File: src/rtl/lane_pred_pkg.sv
package lane_pred_pkg;

    localparam int unsigned LANES     = 16;
    localparam int unsigned NUM_BEATS = 4;
    localparam int unsigned ESZ_W     = 3;

    typedef enum logic [2:0] {
        BEAT_NONE    = 3'd0,
        BEAT_ONE     = 3'd1,
        BEAT_TWO     = 3'd2,
        BEAT_RSV3    = 3'd3,
        BEAT_THREE   = 3'd4,
        BEAT_THREE_X = 3'd5,
        BEAT_RSV6    = 3'd6,
        BEAT_RSV7    = 3'd7
    } beat_code_e;

    typedef struct packed {
        logic [LANES-1:0] mask;
        logic             invalid;
    } pred_state_t;

endpackage

File: src/rtl/pred_half_merge.sv
module pred_half_merge #(
    parameter int unsigned LANES = 16,
    parameter int unsigned CTL_W = 4
) (
    input  logic [LANES-1:0] pred_bits,
    input  logic [CTL_W-1:0] lo_ctl,
    input  logic [CTL_W-1:0] hi_ctl,
    output logic [LANES-1:0] base_mask
);
    localparam int unsigned HALF = LANES / 2;

    for (genvar h = 0; h < 2; h++) begin : g_half
        logic pred_on;
        assign pred_on = (h == 0) ? (lo_ctl != '0) : (hi_ctl != '0);
        assign base_mask[h*HALF +: HALF] =
            pred_on ? pred_bits[h*HALF +: HALF] : {HALF{1'b1}};
    end
endmodule

File: src/rtl/tail_trim.sv
module tail_trim #(
    parameter int unsigned LANES = 16,
    parameter int unsigned CNT_W = 16,
    parameter int unsigned ESZ_W = 3
) (
    input  logic [LANES-1:0] mask_in,
    input  logic [ESZ_W-1:0] esz,
    input  logic [CNT_W-1:0] cnt,
    output logic [LANES-1:0] mask_out,
    output logic             active
);
    localparam int unsigned SZ_LIM = $clog2(LANES);
    localparam int unsigned LEN_W  = SZ_LIM + 1;

    logic             esz_ok;
    logic [CNT_W-1:0] limit;
    logic [LEN_W-1:0] keep_len;

    always_comb begin
        esz_ok   = (esz < ESZ_W'(SZ_LIM));
        limit    = CNT_W'(LANES) >> esz;
        active   = esz_ok && (cnt <= limit);
        keep_len = cnt[LEN_W-1:0] << esz;
    end

    for (genvar i = 0; i < LANES; i++) begin : g_lane
        assign mask_out[i] = mask_in[i] & (!active || (LEN_W'(i) < keep_len));
    end
endmodule

File: src/rtl/beat_trim.sv
module beat_trim
    import lane_pred_pkg::*;
#(
    parameter int unsigned LANES = 16,
    parameter int unsigned BEATS = 4
) (
    input  logic [LANES-1:0] mask_in,
    input  logic [3:0]       cond_nib,
    input  logic [2:0]       code,
    output logic [LANES-1:0] mask_out,
    output logic             invalid
);
    localparam int unsigned BEAT_B = LANES / BEATS;
    localparam int unsigned DONE_W = $clog2(BEATS) + 1;

    logic [DONE_W-1:0] done_beats;
    logic              honoured;

    always_comb begin
        honoured   = (cond_nib == 4'd0);
        done_beats = '0;
        invalid    = 1'b0;
        if (honoured) begin
            unique case (beat_code_e'(code))
                BEAT_NONE:                done_beats = '0;
                BEAT_ONE:                 done_beats = DONE_W'(1);
                BEAT_TWO:                 done_beats = DONE_W'(2);
                BEAT_THREE, BEAT_THREE_X: done_beats = DONE_W'(3);
                default:                  invalid    = 1'b1;
            endcase
        end
    end

    for (genvar i = 0; i < LANES; i++) begin : g_lane
        localparam int unsigned BEAT_IDX = i / BEAT_B;
        assign mask_out[i] = mask_in[i] & (DONE_W'(BEAT_IDX) >= done_beats);
    end
endmodule

File: src/rtl/lane_pred_mask.sv
module lane_pred_mask
    import lane_pred_pkg::*;
#(
    parameter int unsigned CNT_W = 16
) (
    input  logic              clk,
    input  logic              rst_n,
    input  logic [LANES-1:0]  pred_bits,
    input  logic [3:0]        lo_ctl,
    input  logic [3:0]        hi_ctl,
    input  logic [ESZ_W-1:0]  tail_esz,
    input  logic [CNT_W-1:0]  loop_cnt,
    input  logic [3:0]        cond_nib,
    input  logic [2:0]        beat_code,
    output logic [LANES-1:0]  mask_q,
    output logic              invalid_q
);
    logic [LANES-1:0] base_mask;
    logic [LANES-1:0] tail_mask;
    logic [LANES-1:0] beat_mask;
    logic             tail_act;
    logic             beat_bad;
    pred_state_t      state_d;
    pred_state_t      state_q;

    pred_half_merge #(.LANES(LANES), .CTL_W(4)) u_merge (
        .pred_bits (pred_bits),
        .lo_ctl    (lo_ctl),
        .hi_ctl    (hi_ctl),
        .base_mask (base_mask)
    );

    tail_trim #(.LANES(LANES), .CNT_W(CNT_W), .ESZ_W(ESZ_W)) u_tail (
        .mask_in  (base_mask),
        .esz      (tail_esz),
        .cnt      (loop_cnt),
        .mask_out (tail_mask),
        .active   (tail_act)
    );

    beat_trim #(.LANES(LANES), .BEATS(NUM_BEATS)) u_beat (
        .mask_in  (tail_mask),
        .cond_nib (cond_nib),
        .code     (beat_code),
        .mask_out (beat_mask),
        .invalid  (beat_bad)
    );

    always_comb begin
        state_d         = state_q;
        state_d.mask    = beat_mask;
        state_d.invalid = beat_bad;
    end

    always_ff @(posedge clk) begin
        if (!rst_n) begin
            state_q <= '0;
        end else begin
            state_q <= state_d;
        end
    end

    assign mask_q    = state_q.mask;
    assign invalid_q = state_q.invalid;

    p_beat_one_r7: assert property (@(posedge clk) disable iff (!rst_n)
        (cond_nib == 4'd0 && beat_code == 3'd1) |=> (mask_q[3:0] == 4'h0));

    p_beat_two_r7: assert property (@(posedge clk) disable iff (!rst_n)
        (cond_nib == 4'd0 && beat_code == 3'd2) |=> (mask_q[7:0] == 8'h00));

    p_reserved_flag_r9: assert property (@(posedge clk) disable iff (!rst_n)
        (cond_nib == 4'd0 && (beat_code == 3'd3 || beat_code > 3'd5)) |=> invalid_q);

    p_reserved_keeps_r9: assert property (@(posedge clk) disable iff (!rst_n)
        (cond_nib == 4'd0 && beat_code == 3'd3 && lo_ctl != 4'd0 && hi_ctl != 4'd0
         && tail_esz >= 3'd4) |=> (mask_q == $past(pred_bits)));

    p_cond_quiet_r8: assert property (@(posedge clk) disable iff (!rst_n)
        (cond_nib != 4'd0) |=> !invalid_q);

    p_tail_zero_r5: assert property (@(posedge clk) disable iff (!rst_n)
        (tail_esz < 3'd4 && loop_cnt == '0) |=> (mask_q == '0));

    p_hi_force_r4: assert property (@(posedge clk) disable iff (!rst_n)
        (hi_ctl == 4'd0 && cond_nib != 4'd0 && tail_esz >= 3'd4) |=> (mask_q[15:8] == 8'hFF));

endmodule

File: config.mk
export PLATFORM = sky130hd
export DESIGN_NAME = lane_pred_mask
export DESIGN_NICKNAME = d
export VERILOG_FILES = /design/src/rtl/lane_pred_pkg.sv /design/src/rtl/pred_half_merge.sv /design/src/rtl/tail_trim.sv /design/src/rtl/beat_trim.sv /design/src/rtl/lane_pred_mask.sv
export SDC_FILE = /design/constraint.sdc
export NUM_CORES = 1
export LEC_CHECK = 0
export BUFFER_PORTS_ARGS = -buffer_cell sky130_fd_sc_hd__buf_2
export CORE_MARGIN = 2
export CORE_UTILIZATION = 50
export CTS_BUF_LIST = sky130_fd_sc_hd__clkbuf_16
export CTS_CLUSTER_DIAMETER = 50
export DETAILED_ROUTE_END_ITERATION = 10
export PLACE_DENSITY_LB_ADDON = 0.15
export SYNTH_ARGS = -nofsm -noshare
export SYNTH_HDL_FRONTEND = slang
export SYNTH_HIERARCHICAL = 1
export SYNTH_SLANG_ARGS = --single-unit
File: constraint.sdc
create_clock -name clk -period 5.15 [get_ports clk]
set_clock_uncertainty 0.1 [all_clocks]
set_input_delay 1.545 -clock clk [delete_from_list [all_inputs] [get_ports clk]]
set_output_delay 1.545 -clock clk [all_outputs]
set_load 0.02 [all_outputs]
# == Word level (Yosys, flattened, before mapping) ==
# Index checks and enable logic that the tools add are counted.
# Widths: inputs -> output; s select.
# word_totals
regBits,17
inputBits,52
out_inout_bits,17
elab_cells,92
# classes
n_lt_le_gt_ge,22
n_eq_ne,4
shifts,2
mux,5
bitwise_logic,32
reduce_logical,25
# op_table
operator,count
$lt 4x5->1 const A,8
$and 1x1->1,32
$lt 3x5->1 const A,4
$le 16x16->1,1
$logic_or 1x1->1,16
$mux 8,2
$shr 5x3->16 const A,1
$lt 1x5->1 const A,2
$lt 2x5->1 const A,2
$reduce_bool 4->1,2
$eq 3x3->1 const B,2
$ge 1x3->1 const A,2
$ge 2x3->1 const A,2
$pmux 2 s3,1
$reduce_or 5->1,1
$shl 5x3->5,1
$logic_not 4->1,1
$eq 3x1->1 const B,1
$eq 3x2->1 const B,1
$logic_not 3->1,1
$lt 3x3->1 const B,1
$mux 3,1
$reduce_and 2->1,1
$reduce_or 2->1,1
other kinds (3),3

# == Depth between registers and ports, before layout ==
# Gate-level depths: netlist of run 1.
# logic_depth
depth_word,7
mapped_depth,13

# == Hierarchy ==
# The synthesis of run 1 kept the hierarchy.
# modules_own_cells
mod,n_inst,cells_per_inst,area_each_um2,seq_area_each_um2
tail_trim,1,94,623.1,0.0
lane_pred_mask,1,35,474.2,340.3
beat_trim,1,26,183.9,0.0
pred_half_merge,1,18,142.6,0.0

# == Least setup slack after synthesis of run 1 ==
# OpenSTA, ideal clock, no wires.
# synth_path
kind,in2reg
startpoint,input tail_esz[0]
endpoint,"register state_q, in the netlist mask_q[0]"
arrival_ps,3546
setup_slack_ps,1388
cell_stages,11
path_cell_list,buf_4 > clkbuf_1 > or3_1 > ha_1 > mux2i_1 > a21oi_1 > nor3_4 > buf_6 > a31oi_1 > and2_1 > and2_2
# synth_between
elab_chain_cells,7
elab_cells_between_ends,10
classes_between,3 x order compare; 2 x shift; 2 x bitwise; 3 x reduce/logical
# synth_lines
item,line,source
from (decl),lane_pred_mask.sv:11,"input logic [ESZ_W-1:0] tail_esz,"
$shr 5x3->16,tail_trim.sv:21,limit = CNT_W'(LANES) >> esz;
$le 16x16->1,tail_trim.sv:22,active = esz_ok && (cnt <= limit);
$logic_and 1x1->1,tail_trim.sv:22,
$logic_not 1->1,tail_trim.sv:27,assign mask_out[i] = mask_in[i] & (!active || (LEN_W'(i) < keep_len));
$logic_or 1x1->1 *,tail_trim.sv:27,
$and 1x1->1 *,tail_trim.sv:27,
named net tail_mask[0],lane_pred_mask.sv:19,logic [LANES-1:0] tail_mask;
$and 1x1->1 *,beat_trim.sv:36,assign mask_out[i] = mask_in[i] & (DONE_W'(BEAT_IDX) >= done_beats);
named net beat_mask[0],lane_pred_mask.sv:20,logic [LANES-1:0] beat_mask;
to (signal assigned),lane_pred_mask.sv:59,state_q <= state_d;
to (decl),lane_pred_mask.sv:24,pred_state_t state_q;
# The timed path passes the listed nets; every way through them passes the cells marked *.
# A chain may end at the register's enable or synchronous reset.

# == Final worst setup path of run 1 ==
# layout_path
startpoint,input tail_esz[1]
endpoint,"register state_q, in the netlist mask_q[11]"
# Same word-level chain as after synthesis.

==> results of run 1 <==
==> metrics by stage <==
stage,setup WS (ps),hold slack [ps],util,instance area (um^2)
after floorplan,1400,1580,-,1420
after global placement,1100,1830,0.625,1710
after detailed placement,991,1830,0.625,1710
after CTS,1200,1580,0.654,1790
after global routing,993,1610,0.654,1790
final,1190,1580,0.654,1790
==> layout make-up <==
class / count / area [um^2] / area share
Sequential cell: 17 / 340 / 0.190
Multi-Input combinational cell: 136 / 966 / 0.541
Inverter: 6 / 22.5 / 0.0126
Timing Repair Buffer: 68 / 340 / 0.190
Clock inverter: 1 / 3.75 / 0.00210
Tap cell: 31 / 38.8 / 0.0217
Clock buffer: 3 / 75.1 / 0.0420
==> registers in the layout, indices dropped and copies added (netlist names) <==
name and cells:
mask_q 16, invalid_q 1
==> worst max-delay path, stage by stage <==
cell and delay (ps):
buf_2 160, inv_1 100, nor2_1 360, nand2_1 110
ha_1 300, nor2b_1 130, o211ai_1 150, a21oi_1 140
nor3_4 490, a21boi_0 180, and2_1 170, and2_1 150
==> report_power, final <==
part	internal, mW	switching [mW]
combinational	0.0496	0.0555
clock	0.103	0.0450
sequential	0.140	0.00167
total	0.292	0.102
==> metal layers <==
| metal | part of all wire | vias up |
|---|---|---|
| met3 | 0.048 | 6 |
| li1 | - | 705 |
| met1 | 0.43 | 620 |
| met4 | 0.022 | 0 |
| met5 | 0 | - |
| met2 | 0.50 | 41 |
==> cells in the final DEF, fill, tap and decap left out, drive strengths merged, types with 2 or more instances in the layout <==
cell	count
buf	68
a21oi	4
or2	16
nor2b	4
ha	5
mux2i	4
inv	7
nand3	5
nor2	9
nor4	7
o21ai	6
mux2	2
nand2	8
a21o	2
and2	30
a22o	2
or3	2
a21boi	12
nor3b	2
nor3	3
dfxtp	17
clkbuf	3
a31oi	3
o211ai	2
==> worst min path at each step <==
stage	slack, ps	endpoint	startpoint	depth (start not counted)
floorplan	1580	invalid_q$_SDFF_PN0_	rst_n	1
global placement	1830	mask_q[11]$_SDFF_PN0_	rst_n	2
detailed placement	1830	mask_q[10]$_SDFF_PN0_	rst_n	2
CTS	1580	mask_q[10]$_SDFF_PN0_	rst_n	2
global route	1610	mask_q[10]$_SDFF_PN0_	rst_n	2
finish	1580	mask_q[10]$_SDFF_PN0_	rst_n	2
==> flow_metrics.tcl, run 1 <==
set metrics [dict create \
    cts_max_path_buffers 2 \
    finalCritPeriodShare 0.769 \
    die_area_um2 3280 \
    ant_nets 0 \
    grt_antenna_before_repair 0 \
    place.port_buffers 68 \
    cts_setup_buffers 0 \
    grt_use_met1 0.260 \
    min_path_type "in -> reg" \
    cts_resized 0 \
    dr.pass1.iters 4 \
    die_w_um 57.3 \
    leakagePower_nw 0.841 \
    hold_buffers 0 \
    num-nets-final 289 \
    drive_above_1_share 0.403 \
    grt_use_total 0.204 \
    antennaDiodeCount 0 \
    synth_area_um2 1420 \
    rows 19 \
    detail_route.wl_per_cell_um 12.4 \
    gr-usage-met3 0.0113 \
    post-place-cells 258 \
    grt_start_max_net_pins 19 \
    fillers 248 \
    vias 1372 \
    vdd_drop_max_v 0.000212 \
    start_kind "input port" \
    final-instance-count-excl-fill 262 \
    grt_busiest_layer "met2" \
    area_growth_pct 25.8 \
    setup_viol 0 \
    status "finished, final reports clean" \
    io_pins 69 \
    endpoint "mask_q[11]$_SDFF_PN0_" \
    htree_levels 1 \
    maxSlewHeadroom 0.656 \
    cts_tree "done" \
    dp_hpwl_mm 2.65 \
    rsz0062_at_grt "no" \
    initial_core_util 0.519 \
    drc 0 \
    final_max_slew_viol_count 0 \
    powerDensity_nw_per_um2 221 \
    yosys_warnings 6 \
    grt.overflow.total 0 \
    gp_congestion 0.877 \
    clockRootBuffer "clkbuf_16" \
    final_hold_viol_count 0 \
    crit_arrival_ps 3990 \
    period_minus_slack_ps 3960 \
    viasPerCell 5.24 \
    drt-initial-drc-count 19 \
    fmaxAchievable_mhz 252 \
    syn_nets 229 \
    worst_pin_slew_ps 515 \
    gr-usage-met2 0.358 \
    power_uw 394 \
    chipHeight_um 57.3 \
    cts.sinks 17 \
    core_um2 2730 \
    grt_pass1_wl_mm 5.44 \
    path_clk_slew_ps 50 \
    critical_path_class "in -> reg" \
    cts_buffers 3 \
    required_ps 5180 \
    worstPathMaxFanout 15 \
    synth_area_per_cell_um2 8.26 \
    cap_violations 0 \
    critPathLaunch "tail_esz[1]" \
    setup_tns_ps 0 \
    wl_mm 3.24 \
    synth_cells 172 \
    crit_path_end_kind "flop" \
    first_global_vias 1289 \
]
Power figures use the tool's default switching activity.
==> run 2: changes to the inputs <==
CORE_UTILIZATION = 42   (was 50)
clock period = 3.55 ns   (was 5.15 ns; I/O delays follow)
==> run 2 against run 1 <==
Non-clock buffer count rose by 2. Via count fell by 3.9%. Die area rose by 18%. Largest cell class unchanged. Critical path depth rose by 1.
==> flow_metrics.tcl, run 2 (synthesis results as in run 1) <==
set metrics [dict create \
    antennaDiodeCount 0 \
    htree_levels 1 \
    grt_start_max_net_pins 19 \
    holdWs_ps 1100 \
    grt_pass1_wl_mm 5.15 \
    dp_hpwl_mm 2.40 \
    maxSlewHeadroom 0.738 \
    vdd_drop_max_v 0.000190 \
    finalCritPeriodShare 0.888 \
    grt_antenna_before_repair 0 \
    cts_resized 0 \
    rsz0062_at_grt "no" \
    start_kind "input port" \
    leakagePower_nw 0.853 \
    final_common_cell "buf_2" \
    status "finished, final reports clean" \
    final_hold_viol_count 0 \
    io_pins 69 \
    num-nets-final 291 \
    layout_common_cells "buf_2, and2_1, dfxtp_1" \
    cts_setup_buffers 0 \
    detail_route.wl_per_cell_um 10.4 \
    drt-initial-drc-count 40 \
    required_ps 3590 \
    final-instance-count-excl-fill 279 \
    worstHoldStart "rst_n" \
    die_w_um 62.2 \
    worstPathMaxFanout 15 \
    initial_core_util 0.432 \
    final_max_slew_viol_count 0 \
    clockRootBuffer "clkbuf_16" \
    grt_use_total 0.160 \
    core_um2 3280 \
    post-place-cells 275 \
    design_area_um2 1830 \
    grt.overflow.total 0 \
    drive_above_1_share 0.412 \
    fillers 323 \
    drc 0 \
    fin_util 0.558 \
    pwr-share-clk 0.380 \
    setup_viol 0 \
    cap_violations 0 \
    critical_path_class "in -> reg" \
    wl_mm 2.91 \
    fmaxAchievable_mhz 317 \
    min_to "mask_q[10]$_SDFF_PN0_" \
    seqPwrFrac 0.358 \
    p_sw_uw 147 \
    die_area_um2 3860 \
    rows 21 \
    cts_buffers 3 \
    power_uw 572 \
    setup_tns_ps 0 \
    cts.sinks 17 \
    gp_congestion 0.804 \
    crit_arrival_ps 3190 \
    place.port_buffers 68 \
    powerDensity_nw_per_um2 312 \
    viasPerCell 4.72 \
    worst_pin_slew_ps 390 \
    vias 1318 \
    crit_path_end_kind "flop" \
    cts_tree "done" \
    ant_nets 0 \
    path_clk_slew_ps 50 \
    worst_slack_ps 398 \
    min_path_type "in -> reg" \
    whs_path_depth 2 \
    largest_register_ffs 16 \
    hold_buffers 0 \
    cts_max_path_buffers 2 \
    netSwitchingFraction 0.256 \
    dr.pass1.iters 4 \
    area_growth_pct 29.2 \
    period_minus_slack_ps 3150 \
    chipHeight_um 62.2 \
    placed_area_um2 1750 \
    power_frac_comb 0.262 \
    pre_cts_slack_ps 150 \
    first_global_vias 1190 \
    p_int_uw 425 \
]
## run 2: cell count changes in the layout (fill, tap and decap cells not counted)
cell,before,now
inv_1,7,6
buf_12,0,1
clkinv_2,0,1
buf_4,0,1
## run 2: per-layer routing
layer  vias to the layer above  track usage  wire (um)
met5                         -            0          0
met3                         2       0.0362        143
li1                        710            -          -
met2                        35        0.269       1390
met4                         0       0.0417         20
met1                       571        0.209       1350
## run 2: critical path: stages
cell      delay (ps)
buf_2            160
inv_1            100
nor2_1           270
nand2_1          100
ha_1             300
nor2b_1          130
o211ai_1         150
a21oi_1          150
nor3_4           240
buf_12           160
a31oi_1           60
and2_1           130
and2_2           170
## run 2: worst max path at each step
stage	to	slack, ps	depth (start not counted)	start
CTS	mask_q[0]$_SDFF_PN0_	400	13	tail_esz[1]
detailed placement	mask_q[0]$_SDFF_PN0_	150	13	tail_esz[1]
global route	mask_q[4]$_SDFF_PN0_	160	13	tail_esz[1]
floorplan	mask_q[0]$_SDFF_PN0_	280	11	tail_esz[0]
global placement	mask_q[0]$_SDFF_PN0_	200	13	tail_esz[1]
finish	mask_q[0]$_SDFF_PN0_	400	13	tail_esz[1]
## run 2: power by group through the flow
stage	Sequential [mW]	Clock, mW	Combinational, mW
2_1_floorplan	0.224	0	0.0859
3_3_place_gp	0.209	0	0.150
3_5_place_dp	0.209	0	0.150
4_1_cts	0.205	0.225	0.151
5_1_grt	0.206	0.234	0.168
6_report	0.205	0.217	0.150
## run 2: cell type report
| type | count | area [um^2] | area share |
|---|---|---|---|
| multi-input combinational | 136 | 966 | 0.527 |
| timing repair buffer | 70 | 368 | 0.201 |
| sequential | 17 | 340 | 0.186 |
| clock inverter | 1 | 5.00 | 0.00273 |
| inverter | 6 | 22.5 | 0.0123 |
| clock buffer | 3 | 75.1 | 0.0409 |
| tap | 46 | 57.6 | 0.0314 |
==> run 3: changes to the inputs <==
CORE_UTILIZATION = 39   (was 42)
SYNTH_HIERARCHICAL = default   (was 1)
==> run 3 against run 2 <==
Maximum frequency up 5.5%. Combinational power fell by 13%. Sequential power about the same. Sequential share of layout area grew 2.9 points. Cell count down 15%. Highest routed layer unchanged.
==> flow_metrics.tcl, run 3 <==
set metrics [dict create \
    clockRootBuffer "clkbuf_16" \
    dr.pass1.iters 4 \
    worstPathMaxFanout 13 \
    drc 0 \
    gr-usage-met3 0.0262 \
    cts_setup_buffers 0 \
    path_clk_slew_ps 50 \
    worst_pin_slew_ps 875 \
    grt.overflow.total 0 \
    synth-edff-count 0 \
    synth_compound_area_frac 0.238 \
    vias 1277 \
    synth.area.mux_share 0.0526 \
    required_ps 3610 \
    final_hold_viol_count 0 \
    detail_route.wl_per_cell_um 12.6 \
    grt_antenna_before_repair 0 \
    yosys-top-cells-area "dfxtp_1, o21ai_0, ha_1, nor2_1, a211oi_1" \
    leakagePower_nw 0.723 \
    synth_area_per_cell_um2 8.55 \
    critical_path_class "in -> reg" \
    synth_area_um2 1190 \
    area_growth_pct 33.4 \
    rsz0062_at_grt "no" \
    initial_core_util 0.399 \
    synth_xor_area_frac 0.00737 \
    syn_nets 196 \
    grt_busiest_layer "met2" \
    gr-usage-met2 0.305 \
    cts_max_path_buffers 2 \
    synth_cells 139 \
    status "finished, final reports clean" \
    cts_buffers 3 \
    antennaDiodeCount 0 \
    hold_buffers 0 \
    die_w_um 59.2 \
    critical-path-slowest-cell "a21oi_1" \
    grt_pass1_wl_mm 4.61 \
    wl_mm 2.99 \
    min_path_type "in -> reg" \
    powerDensity_nw_per_um2 351 \
    largest_register_ffs 16 \
    io_pins 69 \
    chipHeight_um 59.2 \
    cts_resized 0 \
    finalCritPeriodShare 0.841 \
    first_global_vias 1106 \
    synth.ff_latch_count 17 \
    yosys_warnings 0 \
    rows 20 \
    grt_start_max_net_pins 18 \
    gp_congestion 0.801 \
    ys_seq_area_frac 0.286 \
    path_buf_inv 1 \
    synth_area_leader_cell "dfxtp_1" \
    cpLargestDelayFamily "compound AO/OA/AOI/OAI gates" \
    viasPerCell 5.37 \
    drive_above_1_share 0.429 \
    cp_slowest_stage_delay_ps 510 \
    crit_path_end_kind "flop" \
    dp_hpwl_mm 2.46 \
    synth_top_flop_cell "dfxtp_1" \
    design_area_um2 1590 \
    grt_use_met1 0.203 \
    die_area_um2 3510 \
    yosysMostFrequentCell "dfxtp_1" \
    num-nets-final 263 \
    yosys.area_share.simple 0.296 \
    final_common_cell "buf_2" \
    ant_nets 0 \
    async_flop_share 0 \
    core_um2 2980 \
    cap_violations 0 \
    drt-initial-drc-count 28 \
    final_max_slew_viol_count 0 \
    synth_top_area_frac 0.286 \
    setup_viol 0 \
    netlist_top_cells_count "dfxtp_1, nor2_1, o21ai_0" \
    cts_tree "done" \
    cp_cell_sequence "buf_2, nor2b_1, nand2_1, ha_1, nor2b_1, o211ai_1, a21oi_1, nor2_1, a211oi_1" \
    place.port_buffers 68 \
    setup_tns_ps 0 \
    htree_levels 1 \
    synth_top_family_by_area "simple AND/OR/NAND/NOR gates" \
    cts.sinks 17 \
    crit_arrival_ps 3050 \
    placed_area_um2 1510 \
    layout_common_cells "buf_2, dfxtp_1, nor2_1" \
    worst_path_most_repeated_cell "nor2b_1" \
    vdd_drop_max_v 0.000221 \
    yosys.cell_types.count 45 \
    start_kind "input port" \
    maxSlewHeadroom 0.411 \
    period_minus_slack_ps 2990 \
    fmaxAchievable_mhz 335 \
    grt_use_total 0.167 \
    synthAdderAreaFrac 0.0526 \
]
==> run 3: metrics by stage <==
| stage | hold slack [ps] | std cells | power (mW) | setup WS [ps] | util |
|---|---|---|---|---|---|
| after floorplan | 1080 | 139 | 0.291 | 589 | - |
| after global placement | 1220 | 234 | 0.336 | 399 | 0.505 |
| after detailed placement | 1230 | 234 | 0.339 | 301 | 0.505 |
| after CTS | 983 | 238 | 0.560 | 556 | 0.532 |
| after global routing | 993 | 238 | 0.585 | 280 | 0.532 |
| final | 985 | 238 | 0.557 | 563 | 0.532 |
==> run 3: cell families (layout without fill, tap and decap cells) <==
group                    count (synthesis)  in the layout
AND/OR/NAND/NOR                         60             60
flip-flops                              17             17
adder cells (fa/ha/maj)                  5              5
buffers and inverters                    9             75
XOR/XNOR                                 1              1
AO/OA/AOI/OAI                           41             41
multiplexers                             6              6
==> run 3: worst paths after layout <==
kind / start / to / slack, ps / depth (start not counted)
worst min-delay path: pred_bits[15] / mask_q[15]$_SDFF_PN0_ / 980 / 3
worst max-delay path: tail_esz[1] / mask_q[5]$_SDFF_PN0_ / 560 / 9
==> run 3: worst min-delay path, cell delays in order <==
cell and delay, ps:
buf_2 70, o21ai_0 80, nor2_1 80
==> run 3: cell type report <==
cell class | count | area, um^2
clock inverters | 1 | 5.00
fillers | 296 | 1390
flip-flops and latches | 17 | 340
inverters | 2 | 7.51
multi-input cells | 113 | 768
well taps | 33 | 41.3
clock buffers | 3 | 75.1
repair buffers | 69 | 348
==> run 3: report_power, final <==
group	internal, mW	switching (mW)	leakage (nW)	total [mW]
clock network	0.150	0.0710	0.0409	0.221
registers	0.202	0.00246	0.142	0.205
logic	0.0562	0.0741	0.540	0.130
total	0.409	0.148	0.723	0.557
==> run 3: routing by layer <==
layer	wire length (um)	vias up
li1	-	655
met1	1320	578
met2	1510	42
met3	153	2
met4	10	0
met5	0	-
